### src/rtl/ccd_drive_gen.sv
module ccd_drive_gen #(
  parameter int N_DUMMY  = 32,
  parameter int N_OB     = 96,
  parameter int N_LEAD   = 6,
  parameter int N_VALID  = 7400,
  parameter int N_TRAIL  = 6,
  parameter int IDX_W    = 13,
  parameter int CW       = 8,
  parameter int TW       = 16,
  parameter int PIX_MIN  = 5,
  parameter int TG_MIN   = 100,
  parameter int TG_MAX   = 1000,
  parameter int POST_MIN = 20,
  parameter int RST_MIN  = 1,
  parameter int CPD_MIN  = 1
) (
  input  logic             clk,
  input  logic             rst_n,
  input  logic             start_i,
  input  logic             line_clamp_i,
  input  logic             split_i,
  input  logic [CW-1:0]    pix_len_i,
  input  logic [CW-1:0]    rst_w_i,
  input  logic [CW-1:0]    cp_dly_i,
  input  logic [CW-1:0]    cp_w_i,
  input  logic [CW-1:0]    tg_pre_i,
  input  logic [TW-1:0]    tg_w_i,
  input  logic [TW-1:0]    tg_post_i,
  output logic             busy_o,
  output logic             tg_o,
  output logic [1:0]       phi1_o,
  output logic [1:0]       phi2_o,
  output logic [1:0]       phil_o,
  output logic [1:0]       rs_o,
  output logic [1:0]       cp_o,
  output logic [1:0]       strb_o,
  output logic [IDX_W-1:0] ch1_idx_o,
  output logic [1:0]       ch1_cls_o,
  output logic [IDX_W-1:0] ch2_idx_o,
  output logic [1:0]       ch2_cls_o
);
  localparam int N_PIX   = N_DUMMY + N_OB + N_LEAD + N_VALID + N_TRAIL;
  localparam int NP      = N_PIX / 2;
  localparam int EW      = CW + 2;
  localparam int B_OB    = N_DUMMY;
  localparam int B_LEAD  = B_OB + N_OB;
  localparam int B_VAL   = B_LEAD + N_LEAD;
  localparam int B_TRAIL = B_VAL + N_VALID;

  typedef enum logic [2:0] {S_IDLE, S_PRE, S_GATE, S_POST, S_READ} st_t;
  st_t st;

  logic [TW-1:0] cnt, cur_len;
  logic [CW-1:0] s_pix, s_rw, s_cd, s_cw, s_pre;
  logic [TW-1:0] s_tg, s_post;
  logic          s_line, s_split;
  logic [1:0]    idle_v;
  logic [1:0][IDX_W-1:0] idx_a;
  logic [1:0][1:0]       cls_a;

  always_comb
    case (st)
      S_PRE:   cur_len = TW'(s_pre);
      S_GATE:  cur_len = s_tg;
      default: cur_len = s_post;
    endcase

  wire seg_end = (cnt == cur_len - TW'(1));
  wire go      = (st == S_POST) && seg_end;

  always_ff @(posedge clk or negedge rst_n)
    if (!rst_n) begin
      st      <= S_IDLE;
      cnt     <= '0;
      s_pix   <= CW'(PIX_MIN);
      s_rw    <= CW'(RST_MIN);
      s_cd    <= CW'(CPD_MIN);
      s_cw    <= '0;
      s_pre   <= CW'(1);
      s_tg    <= TW'(TG_MIN);
      s_post  <= TW'(POST_MIN);
      s_line  <= 1'b0;
      s_split <= 1'b0;
    end else begin
      case (st)
        S_IDLE: if (start_i) begin
          st      <= S_PRE;
          cnt     <= '0;
          s_pix   <= (pix_len_i < CW'(PIX_MIN)) ? CW'(PIX_MIN) : pix_len_i;
          s_rw    <= (rst_w_i < CW'(RST_MIN)) ? CW'(RST_MIN) : rst_w_i;
          s_cd    <= (cp_dly_i < CW'(CPD_MIN)) ? CW'(CPD_MIN) : cp_dly_i;
          s_cw    <= cp_w_i;
          s_pre   <= (tg_pre_i == '0) ? CW'(1) : tg_pre_i;
          s_tg    <= (tg_w_i < TW'(TG_MIN)) ? TW'(TG_MIN) :
                     (tg_w_i > TW'(TG_MAX)) ? TW'(TG_MAX) : tg_w_i;
          s_post  <= (tg_post_i < TW'(POST_MIN)) ? TW'(POST_MIN) : tg_post_i;
          s_line  <= line_clamp_i;
          s_split <= split_i;
        end
        S_PRE, S_GATE, S_POST:
          if (seg_end) begin
            cnt <= '0;
            if (st == S_PRE)       st <= S_GATE;
            else if (st == S_GATE) st <= S_POST;
            else                   st <= S_READ;
          end else cnt <= cnt + TW'(1);
        S_READ: if (&idle_v) st <= S_IDLE;
        default: st <= S_IDLE;
      endcase
    end

  assign busy_o = (st != S_IDLE);
  assign tg_o   = (st == S_GATE);

  for (genvar c = 0; c < 2; c++) begin : g_ch
    logic             act, pend;
    logic [CW-1:0]    sub, dl;
    logic [IDX_W-1:0] pr, idx;
    logic [1:0]       cls;
    wire [CW-1:0] half = s_pix >> 1;
    wire [CW-1:0] off  = (c == 0 || !s_split) ? '0 : half;
    wire          lo   = sub < half;
    wire          last = (sub == s_pix - CW'(1));
    wire [EW-1:0] cp_a = EW'(s_rw) + EW'(s_cd);
    wire [EW-1:0] cp_b = cp_a + EW'(s_cw);

    always_ff @(posedge clk or negedge rst_n)
      if (!rst_n) begin
        act <= 1'b0; pend <= 1'b0; sub <= '0; dl <= '0; pr <= '0;
      end else if (go) begin
        sub <= '0;
        pr  <= '0;
        if (off == '0) act <= 1'b1;
        else begin pend <= 1'b1; dl <= off - CW'(1); end
      end else if (pend) begin
        if (dl == '0) begin pend <= 1'b0; act <= 1'b1; end
        else dl <= dl - CW'(1);
      end else if (act) begin
        if (last) begin
          sub <= '0;
          if (pr == IDX_W'(NP - 1)) act <= 1'b0;
          else pr <= pr + IDX_W'(1);
        end else sub <= sub + CW'(1);
      end

    assign idx = pr + pr + IDX_W'(c);
    always_comb
      if (idx < IDX_W'(B_OB))         cls = 2'd0;
      else if (idx < IDX_W'(B_LEAD))  cls = 2'd1;
      else if (idx < IDX_W'(B_VAL))   cls = 2'd2;
      else if (idx < IDX_W'(B_TRAIL)) cls = 2'd3;
      else                            cls = 2'd2;

    assign phi1_o[c] = !act || lo;
    assign phi2_o[c] = act && !lo;
    assign phil_o[c] = act && !lo;
    assign rs_o[c]   = act && (sub < s_rw);
    assign cp_o[c]   = act && !s_line && (EW'(sub) >= cp_a) && (EW'(sub) < cp_b);
    assign strb_o[c] = act && last;
    assign idle_v[c] = !act && !pend;
    assign idx_a[c]  = idx;
    assign cls_a[c]  = cls;
  end

  assign ch1_idx_o = idx_a[0];
  assign ch1_cls_o = cls_a[0];
  assign ch2_idx_o = idx_a[1];
  assign ch2_cls_o = cls_a[1];

  a_r3_quiet_gate: assert property (@(posedge clk) disable iff (!rst_n)
    tg_o |-> (rs_o == 2'b00 && cp_o == 2'b00));
  a_r2_clocks_parked: assert property (@(posedge clk) disable iff (!rst_n)
    tg_o |-> (phi1_o == 2'b11 && phi2_o == 2'b00 && phil_o == 2'b00));
  a_r7_line_clamp_low: assert property (@(posedge clk) disable iff (!rst_n)
    (busy_o && s_line) |-> (cp_o == 2'b00));
  a_r8_inphase_match: assert property (@(posedge clk) disable iff (!rst_n)
    (busy_o && !s_split) |-> (phi1_o[0] == phi1_o[1] && rs_o[0] == rs_o[1] &&
                              cp_o[0] == cp_o[1] && strb_o[0] == strb_o[1]));
  a_r12_busy_on_strobe: assert property (@(posedge clk) disable iff (!rst_n)
    (strb_o != 2'b00) |-> busy_o);
endmodule

### config.mk
export PLATFORM = sky130hd
export DESIGN_NAME = ccd_drive_gen
export DESIGN_NICKNAME = d
export VERILOG_FILES = /design/src/rtl/ccd_drive_gen.sv
export SDC_FILE = /design/constraint.sdc
export NUM_CORES = 1
export LEC_CHECK = 0
export CORE_ASPECT_RATIO = 0.5
export CORE_MARGIN = 2
export CORE_UTILIZATION = 35
export DETAILED_ROUTE_END_ITERATION = 7
export DONT_BUFFER_PORTS = 1
export GPL_TIMING_DRIVEN = 1
export PLACE_DENSITY = 0.52
export SLEW_MARGIN = 20
export SYNTH_ARGS = -nofsm -noshare
export SYNTH_HDL_FRONTEND = slang
export SYNTH_SLANG_ARGS = --single-unit
### constraint.sdc
create_clock -name clk -period 10.2 [get_ports clk]
set_clock_uncertainty 0.05 [all_clocks]
set_input_delay 2.55 -clock clk [delete_from_list [all_inputs] [get_ports clk]]
set_output_delay 2.55 -clock clk [all_outputs]
set_load 0.005 [all_outputs]
# Word-level counts from Yosys, hierarchy flattened

Cells that the tools add are included.

Reductions and logical operators: 48
Multiplexer cells: 67
Eq/ne operators: 21
Bitwise operators: 2
Magnitude comparators: 22
$add $sub $neg: 15

Operator list:

| kind                                                  | number |
|---|---|
| 2-to-1 mux 13 bit                                     | 10 |
| 2-to-1 mux 8 bit                                      | 16 |
| 2-to-1 mux 16 bit                                     | 5 |
| case mux 16 bit (2 select lines)                      | 2 |
| < comparator 13 x 8 -> 1 bit, second input constant   | 4 |
| adder 13 x 1 -> 13 bit, second input constant         | 3 |
| zero test 8 bit                                       | 4 |
| adder 13 bit                                          | 2 |
| equality test 13 x 12 -> 1 bit, second input constant | 2 |
| < comparator 13 bit, second input constant            | 2 |
| < comparator 13 x 6 -> 1 bit, second input constant   | 2 |
| subtractor 8 x 1 -> 8 bit, second input constant      | 3 |
| 2-to-1 mux 1 bit                                      | 23 |
| < comparator 8 x 10 -> 1 bit                          | 2 |
| != test 2 bit, second input constant                  | 9 |
| adder 16 x 1 -> 16 bit, second input constant         | 1 |
| adder 8 x 1 -> 8 bit, second input constant           | 2 |
| equality test 16 bit                                  | 1 |
| equality test 8 bit                                   | 2 |
| > comparator 16 x 10 -> 1 bit, second input constant  | 1 |
| < comparator 16 x 5 -> 1 bit, second input constant   | 1 |
| < comparator 16 x 7 -> 1 bit, second input constant   | 1 |
| < comparator 8 x 1 -> 1 bit, second input constant    | 2 |
| < comparator 8 x 7 -> 1 bit                           | 2 |
| 28 further kinds                                      | 73 |

Input port bits: 77
Logic and storage cells: 196
Bits in registers: 155
Output and inout bits: 44

# Logic depth before layout (Yosys ltp)

Gate-level depths: netlist of run 1.

Word-level depth: 7
Gate-level depth with buffers: 21
Depth with buffers taken out: 16

# Worst setup path after synthesis of run 1

Ideal clock, no wire load.

Kind: reg-to-output
From: reg s_rw[0]
To: out cp_o[0]
Path buffers: 0
Required time: 7.600 ns
Cell stages (with the launch flop): 15
Path slack: 4.480 ns
Arrival time: 3.120 ns
Cells stage by stage: dfstp_2 ha_1 fa_1 ha_1 a21o_1 a21oi_1 o21ai_0 a21oi_1 nor2b_1 o21a_1 nor2_1 xor2_1 ha_1 a21oi_1 o2111a_1

Longest elaborated chain between the ends: 4
Elaborated cells between the ends (all ways): 6
Those cells by class: add/sub (2); order compare (2); reduce/logical (2)

Ends and longest elaborated chain:

| what                                                                   | line     | RTL |
|---|---|---|
| start, declared                                                        | 54       | `logic [CW-1:0] s_pix, s_rw, s_cd, s_cw, s_pre;` |
| start signal, assigned                                                 | 76       | `s_rw <= CW'(RST_MIN);` |
| start signal, assigned                                                 | 90       | `s_rw <= (rst_w_i < CW'(RST_MIN)) ? CW'(RST_MIN) : rst_w_i;` |
| adder 8 x 8 -> 9 bit *                                                 | 124      | `wire [EW-1:0] cp_a = EW'(s_rw) + EW'(s_cd);` |
| adder 9 x 8 -> 10 bit or >= comparator 8 x 10 -> 1 bit (tied branches) | 125, 158 |  |
| < comparator 8 x 10 -> 1 bit or logical AND 1 bit (tied branches)      | 158      | `assign cp_o[c] = act && !s_line && (EW'(sub) >= cp_a) && (EW'(sub) < cp_b);` |
| logical AND 1 bit *                                                    | 158      |  |
| end, declared                                                          | 35       | `output logic [1:0] cp_o,` |

Mark *: on every way between the ends. The rest lies on a longest branch, timed or not.

# Worst setup path in the final report of run 1

Same ends and word-level chain as after synthesis.

==> results_dict.tcl, run 1 <==
set metrics [dict create \
    setup_violations 0 \
    die_h_um 128.4 \
    synth_compound_area_share_pct 17.05 \
    cts_setup_buffers 0 \
    synth_area_um2 10840 \
    cts_max_level 4 \
    grt_pass1_vias 8688 \
    crit_type "flop to primary output" \
    postSynth.asyncResetShare_pct 100.0 \
    route.met3.wl_mm 1.011 \
    ios 121 \
    final_cells 1637 \
    core_um2 30400 \
    syn_inst 1274 \
    dr.pass1.iters 5 \
    synth-seq-area-share_pct 35.90 \
    drcViolationCount 0 \
    tns_ps 0 \
    synthSimpleGateAreaFrac_pct 23.18 \
    drive_above_1_share_pct 5.331 \
    leakagePower_nw 5.336 \
    yosysWarningCount 0 \
    dp_cells 1605 \
    hp-class "flop to flop" \
    yosysTopAreaCellShare_pct 33.48 \
    p_per_area_nw_per_um2 289.1 \
    reg2regPathDepth 12 \
    dr_wl_met2_mm 13.81 \
    vdd_drop_max_mv 0.1418 \
    endpoint_kind "primary output" \
    wl_met1_mm 13.52 \
    cts-resized-gates 0 \
    cp_max_fo 4 \
    synth_cell_types 83 \
    viasPerCell 5.456 \
    hold_buffers 0 \
    synth-adder-area-share_pct 10.07 \
    rsz0062_at_grt "no" \
    worstPathArrival_ps 3980 \
    rows 45 \
    gp_congestion 0.8743 \
    yosys.area.top_type "dfrtp_1" \
    finalHoldViolations 0 \
    tritoncts "built" \
    rrSetupSlack_ps 4680 \
    reg2reg_from "st[1]" \
    cts_root_buf "clkbuf_16" \
    fin_crit_ps 6579 \
    antenna_found_initial 0 \
    initial_core_util_pct 35.65 \
    slew-limit-headroom_pct 40.36 \
    synthFlopType "dfrtp_1" \
    yosysMostFrequentCell "nand2_1" \
    grt_max_degree 156 \
    ant_nets 0 \
    grt_overflow 0 \
    hpwlAfterDp_mm 21.15 \
    ys_top_cells_by_area "dfrtp_1, ha_1, nand2_1" \
    cts_sinks 155 \
    synthXorXnorAreaFrac_pct 7.112 \
    design.die.area_um2 32470 \
    clockBufferDepth 2 \
    area_growth_pct 6.823 \
    wl_per_cell_um 17.64 \
    synth-edff-count 0 \
    synth_common_cells "nand2_1, dfrtp_1, nor2_1, o21ai_0, ha_1" \
    status "finished clean" \
    crit_chain "ha_1 > fa_1 > ha_1 > a21o_1 > a21oi_1 > o21ai_0 > a21oi_1 > nor2b_1 > o21a_1 > nor2_1 > xor2_1 > ha_1 > a21oi_1 > o2111a_1" \
    crit_path_start_kind "flop" \
    critPathRequiredTime_ps 7600 \
    clkLatencyLatePin_ps 440 \
    port_buffers 0 \
    clk_pin_slew_worst_paths_ps 60 \
    crit_start "s_rw[0]" \
    cts_made_buffers 17 \
    post-route-period-util_pct 64.50 \
    vias 8932 \
    crit_buf_inv 0 \
    fmax_mhz 152.0 \
    grt_usage_pct 18.25 \
    drtIter0Drc 610 \
    cap_violations 0 \
    worst_r2r_endpoint "g_ch[1].dl[4]" \
    hold_slack_ps 422.5 \
    layout.nets 1388 \
    max_stage_delay_ps 550 \
    fin_ws_ps 3621 \
    die_x_um 252.9 \
    synthMuxAreaShare_pct 0.6811 \
    maxSlewViolCount 0 \
    syn_avg_cell_area_um2 8.507 \
    crit_family "compound AO/OA/AOI/OAI gates" \
    synth_top_family_by_area "simple AND/OR/NAND/NOR gates" \
    ys_ff_latch 155 \
    syn_nets 1437 \
    top_layer_used "met4" \
    antenna_cells 0 \
    cp.depth 14 \
    utilization_pct 38.08 \
    cpMaxStageDelayCell "dfstp_2" \
    grt_pass1_wl_mm 46.95 \
    tightest_slew_ps 869.7 \
    dp_worst_setup_slack_ps 4089 \
    cp-endpoint "cp_o[0]" \
    wl_mm 28.87 \
]
tightest hold or removal path, delay by kind of cell, from the launching register on:
family / cells / cell delay (ps)
flops: 1 / 340
simple gates: 2 / 110
placed cells by master (no fill, tap or decap), drive strengths merged, types with 25 or more instances in the layout:
| cell | n |
|---|---|
| nand2 | 207 |
| a21oi | 49 |
| nor2 | 93 |
| xor2 | 38 |
| and3 | 26 |
| ha | 84 |
| nor3 | 31 |
| nand3 | 41 |
| xnor2 | 50 |
| dfrtp | 145 |
| inv | 57 |
| o21ai | 101 |
| nand2b | 25 |
registers in the layout, summed over array words and instances (netlist names):
| signal | cells |
|---|---|
| s_pre | 8 |
| s_pix | 8 |
| g_ch.dl | 16 |
| g_ch.pend | 2 |
| s_cd | 8 |
| s_cw | 8 |
| s_line | 1 |
| cnt | 16 |
| s_split | 1 |
| s_rw | 8 |
| g_ch.pr | 26 |
| s_tg | 16 |
| g_ch.act | 2 |
| g_ch.sub | 16 |
| st | 3 |
| s_post | 16 |
layer usage:
metal / GRT usage (%) / vias up
met5: 0 / -
met4: 5.186 / 0
met3: 3.864 / 28
met2: 30.43 / 163
met1: 24.07 / 4391
li1: - / 4350
final cells by class:
class,instances,area [µm²]
Multi-Input combinational cell,987,6317
Fill cell,3085,18830
Sequential cell,155,3891
Timing Repair Buffer,8,60.06
Tap cell,399,499.2
Clock inverter,8,107.6
Clock buffer,24,491.7
Inverter,56,210.2
through the flow:
step                instance area, µm²  total power [W]
finish                           11580         0.003347
CTS                              11570         0.003365
floorplan                        10840         0.002301
global route                     11580         0.003690
detailed placement               10970         0.002691
global placement                 10970         0.002642
worst min-delay path by stage:
| stage | endpoint | slack, ps | cells after the start | startpoint |
|---|---|---|---|---|
| after floorplan | s_tg[8] | 380 | 2 | s_tg[8] |
| after global placement | s_tg[8] | 400 | 2 | s_tg[8] |
| after detailed placement | s_tg[8] | 410 | 2 | s_tg[8] |
| after CTS | s_tg[8] | 430 | 2 | s_tg[8] |
| after global routing | s_tg[11] | 440 | 1 | s_tg[11] |
| final | s_pre[6] | 420 | 2 | s_pre[6] |
where the power goes:
part	total [W]	internal [W]	switching (W)	leakage, nW
clock	0.000654	0.000388	0.000266	0.279
sequential	0.000985	0.000792	0.000193	2.00
combinational	0.00171	0.000754	0.000954	3.05
cell families (layout without fill, tap and decap cells):
family,Yosys count,count (layout)
simple gates,526,526
compound gates,278,278
flops,155,155
buf+inv,132,96
xor+xnor,88,88
fa+ha+maj,86,86
mux,7,7
other cells,2,2
Power figures use the tool's default switching activity.
==> run 2, diff against run 1 <==
--- a/config.mk
+++ b/config.mk
@@ -5,6 +5,7 @@
 export SDC_FILE = /design/constraint.sdc
 export NUM_CORES = 1
 export LEC_CHECK = 0
+export ABC_AREA = 1
 export CORE_ASPECT_RATIO = 0.5
 export CORE_MARGIN = 2
 export CORE_UTILIZATION = 35
==> constraint.sdc (replaced) <==
create_clock -name clk -period 6.45 [get_ports clk]
set_clock_uncertainty 0.05 [all_clocks]
set_input_delay 1.6125 -clock clk [delete_from_list [all_inputs] [get_ports clk]]
set_output_delay 1.6125 -clock clk [all_outputs]
set_load 0.005 [all_outputs]
==> results_dict.tcl, run 2 <==
set metrics [dict create \
    status "finished clean" \
    p_per_area_nw_per_um2 506.5 \
    rrSetupSlack_ps 2180 \
    post-route-period-util_pct 89.63 \
    drive_above_1_share_pct 7.835 \
    layout_commonest_cell "nand2_1" \
    reg2reg_from "st[1]" \
    tritoncts "built" \
    core_um2 32000 \
    die_x_um 260.2 \
    fillCellCount 3354 \
    synthFlopType "dfrtp_1" \
    synth_area_um2 11480 \
    crit_start "s_rw[0]" \
    postSynth.asyncResetShare_pct 100.0 \
    layout.nets 1657 \
    cts_made_buffers 17 \
    fmax_mhz 173.0 \
    largest_register "g_ch.pr" \
    viasPerCell 5.068 \
    setup_violations 0 \
    area_growth_pct 6.811 \
    hp-class "flop to flop" \
    vias 9821 \
    yosysMostFrequentCell "nand2_1" \
    crit_type "flop to primary output" \
    initial_core_util_pct 35.88 \
    drcViolationCount 0 \
    postLayoutCellArea_um2 12260 \
    gp_congestion 0.8474 \
    yosysTopAreaCellShare_pct 31.60 \
    wl_mm 30.69 \
    finalHoldViolations 0 \
    antenna_cells 0 \
    syn_inst 1529 \
    ys_top_cells_by_area "dfrtp_1, nand2_1, ha_1" \
    crit_chain "ha_1 > fa_1 > xor2_1 > ha_1 > a21oi_1 > nand2_1 > a21oi_1 > nor2_1 > nor2_1 > nor2_1 > o21ai_0 > nand2_1 > xor2_1 > ha_1 > nand3_1 > nand2_1 > o21ai_0 > o311ai_0 > inv_1" \
    cts_setup_buffers 0 \
    syn_avg_cell_area_um2 7.510 \
    comb_power_share_pct 59.3 \
    grt_usage_pct 18.53 \
    worst_r2r_endpoint "g_ch[1].dl[4]" \
    ff_latch_area_um2 3891 \
    maxSlewViolCount 0 \
    dr.pass1.iters 6 \
    design.die.area_um2 34360 \
    synth-seq-area-share_pct 33.89 \
    endpoint_kind "primary output" \
    port_buffers 0 \
    cts_sinks 155 \
    die_h_um 132.1 \
    wl_per_cell_um 15.83 \
    rows 46 \
    cts-resized-gates 0 \
    leakagePower_nw 6.075 \
    cts_root_buf "clkbuf_16" \
    most-common-layout-cells "nand2_1, inv_1, dfrtp_1" \
    grt_overflow 0 \
    yosysWarningCount 0 \
    reg2regPathDepth 22 \
    p_clk_share_pct 17.1 \
    worstPathArrival_ps 4120 \
    p_int_w 0.003150 \
    clkLatencyLatePin_ps 450 \
    slew-limit-headroom_pct 33.43 \
    cap_violations 0 \
    cpMaxStageDelayCell "fa_1" \
    synth_common_cells "nand2_1, inv_1, dfrtp_1" \
    synth-edff-count 0 \
    vdd_drop_max_mv 0.2530 \
    largest_reg_flops 26 \
    fin_crit_ps 5781 \
    critPathRequiredTime_ps 4790 \
    swShare_pct 49.29 \
    cts_max_level 4 \
    fin_ws_ps 669.0 \
    grt_pass1_wl_mm 51.12 \
    clk_pin_slew_worst_paths_ps 60 \
    ios 121 \
    power_frac_seq_pct 23.6 \
    grt_max_degree 156 \
    cp_max_fo 4 \
    clockBufferDepth 2 \
    synth_cell_types 59 \
    utilization_pct 38.32 \
    ant_nets 0 \
    ys_ff_latch 155 \
    place_area_um2 11660 \
    multi_input_area_um2 6481 \
    drtIter0Drc 644 \
    max_stage_delay_ps 400 \
    rsz0062_at_grt "no" \
    cp-endpoint "cp_o[1]" \
    yosys.area.top_type "dfrtp_1" \
    tns_ps 0 \
    tightest_slew_ps 989.4 \
    hpwlAfterDp_mm 23.47 \
    crit_path_start_kind "flop" \
    hold_slack_ps 417.2 \
    dp_worst_setup_slack_ps 1156 \
    grt_pass1_vias 9806 \
    antenna_found_initial 0 \
    hold_buffers 0 \
    p_sw_w 0.003062 \
    syn_nets 1692 \
]
[run 2: cell types whose count changed after synthesis, sizes merged, moves of 28 or more]
cell,previous run,this run
nand2,207,409
inv,56,192
nor2,93,128
nand4,14,42
nand3,41,91
xnor2,50,6
o21ai,101,72
[run 2: worst min-delay path by stage]
stage	end	slack, ps	from	cells past startpoint
after global routing	g_ch[0].dl[7]	440	g_ch[0].dl[7]	1
final	s_tg[11]	420	s_tg[11]	2
after CTS	s_tg[11]	420	s_tg[11]	2
after global placement	s_tg[11]	400	s_tg[11]	2
after floorplan	s_tg[10]	390	s_tg[10]	2
after detailed placement	s_tg[11]	400	s_tg[11]	2
[run 2: cell type report]
| type | count | share of cell area [%] |
|---|---|---|
| multi-input cells | 1123 | 52.85 |
| flip-flops and latches | 155 | 31.73 |
| inverters | 195 | 5.978 |
| well taps | 432 | 4.407 |
| clock buffers | 21 | 3.754 |
| clock inverters | 10 | 1.163 |
| repair buffers | 2 | 0.1224 |
[run 2: per-stage QoR]
step	power, W	instances
floorplan	0.004331	1529
global placement	0.005012	1907
detailed placement	0.005129	1907
CTS	0.006223	1938
global route	0.006883	1938
finish	0.006212	1938
[run 2: routing by layer]
metal / track usage [%] / vias to the layer above / routed length, µm / part of all wire, %
met4: 4.857 / 0 / 452 / 1.5
met5: 0 / - / 0 / 0
li1: - / 4967 / - / -
met3: 3.787 / 30 / 1164 / 3.8
met1: 25.15 / 4645 / 14970 / 49
met2: 30.05 / 179 / 14100 / 46
[run 2: kinds of logic (layout without fill, tap and decap cells)]
logic type	after synthesis	in the layout	synth area share [%]
xor+xnor	71	71	5.416
other cells	2	2	0.06541
simple gates	754	754	30.43
flops	155	155	33.89
compound gates	210	210	10.96
buf+inv	251	228	9.731
fa+ha+maj	86	86	9.502
[run 2: worst max-delay path, delay by kind of cell (launching register included)]
| family | cells | cell delay (ps) |
|---|---|---|
| adder cells (fa/ha/maj) | 4 | 1250 |
| AO/OA/AOI/OAI | 5 | 850 |
| AND/OR/NAND/NOR | 7 | 610 |
| XOR/XNOR | 2 | 480 |
| flip-flops | 1 | 390 |
| buffers and inverters | 1 | 100 |
[run 2: power by group through the flow]
| stage | sequential [W] | clock (W) | combinational, W |
|---|---|---|---|
| after floorplan | 0.00138 | 0 | 0.00295 |
| after global placement | 0.00148 | 0 | 0.00353 |
| after detailed placement | 0.00149 | 0 | 0.00364 |
| after CTS | 0.00147 | 0.00108 | 0.00367 |
| after global routing | 0.00150 | 0.00113 | 0.00425 |
| final | 0.00147 | 0.00106 | 0.00368 |
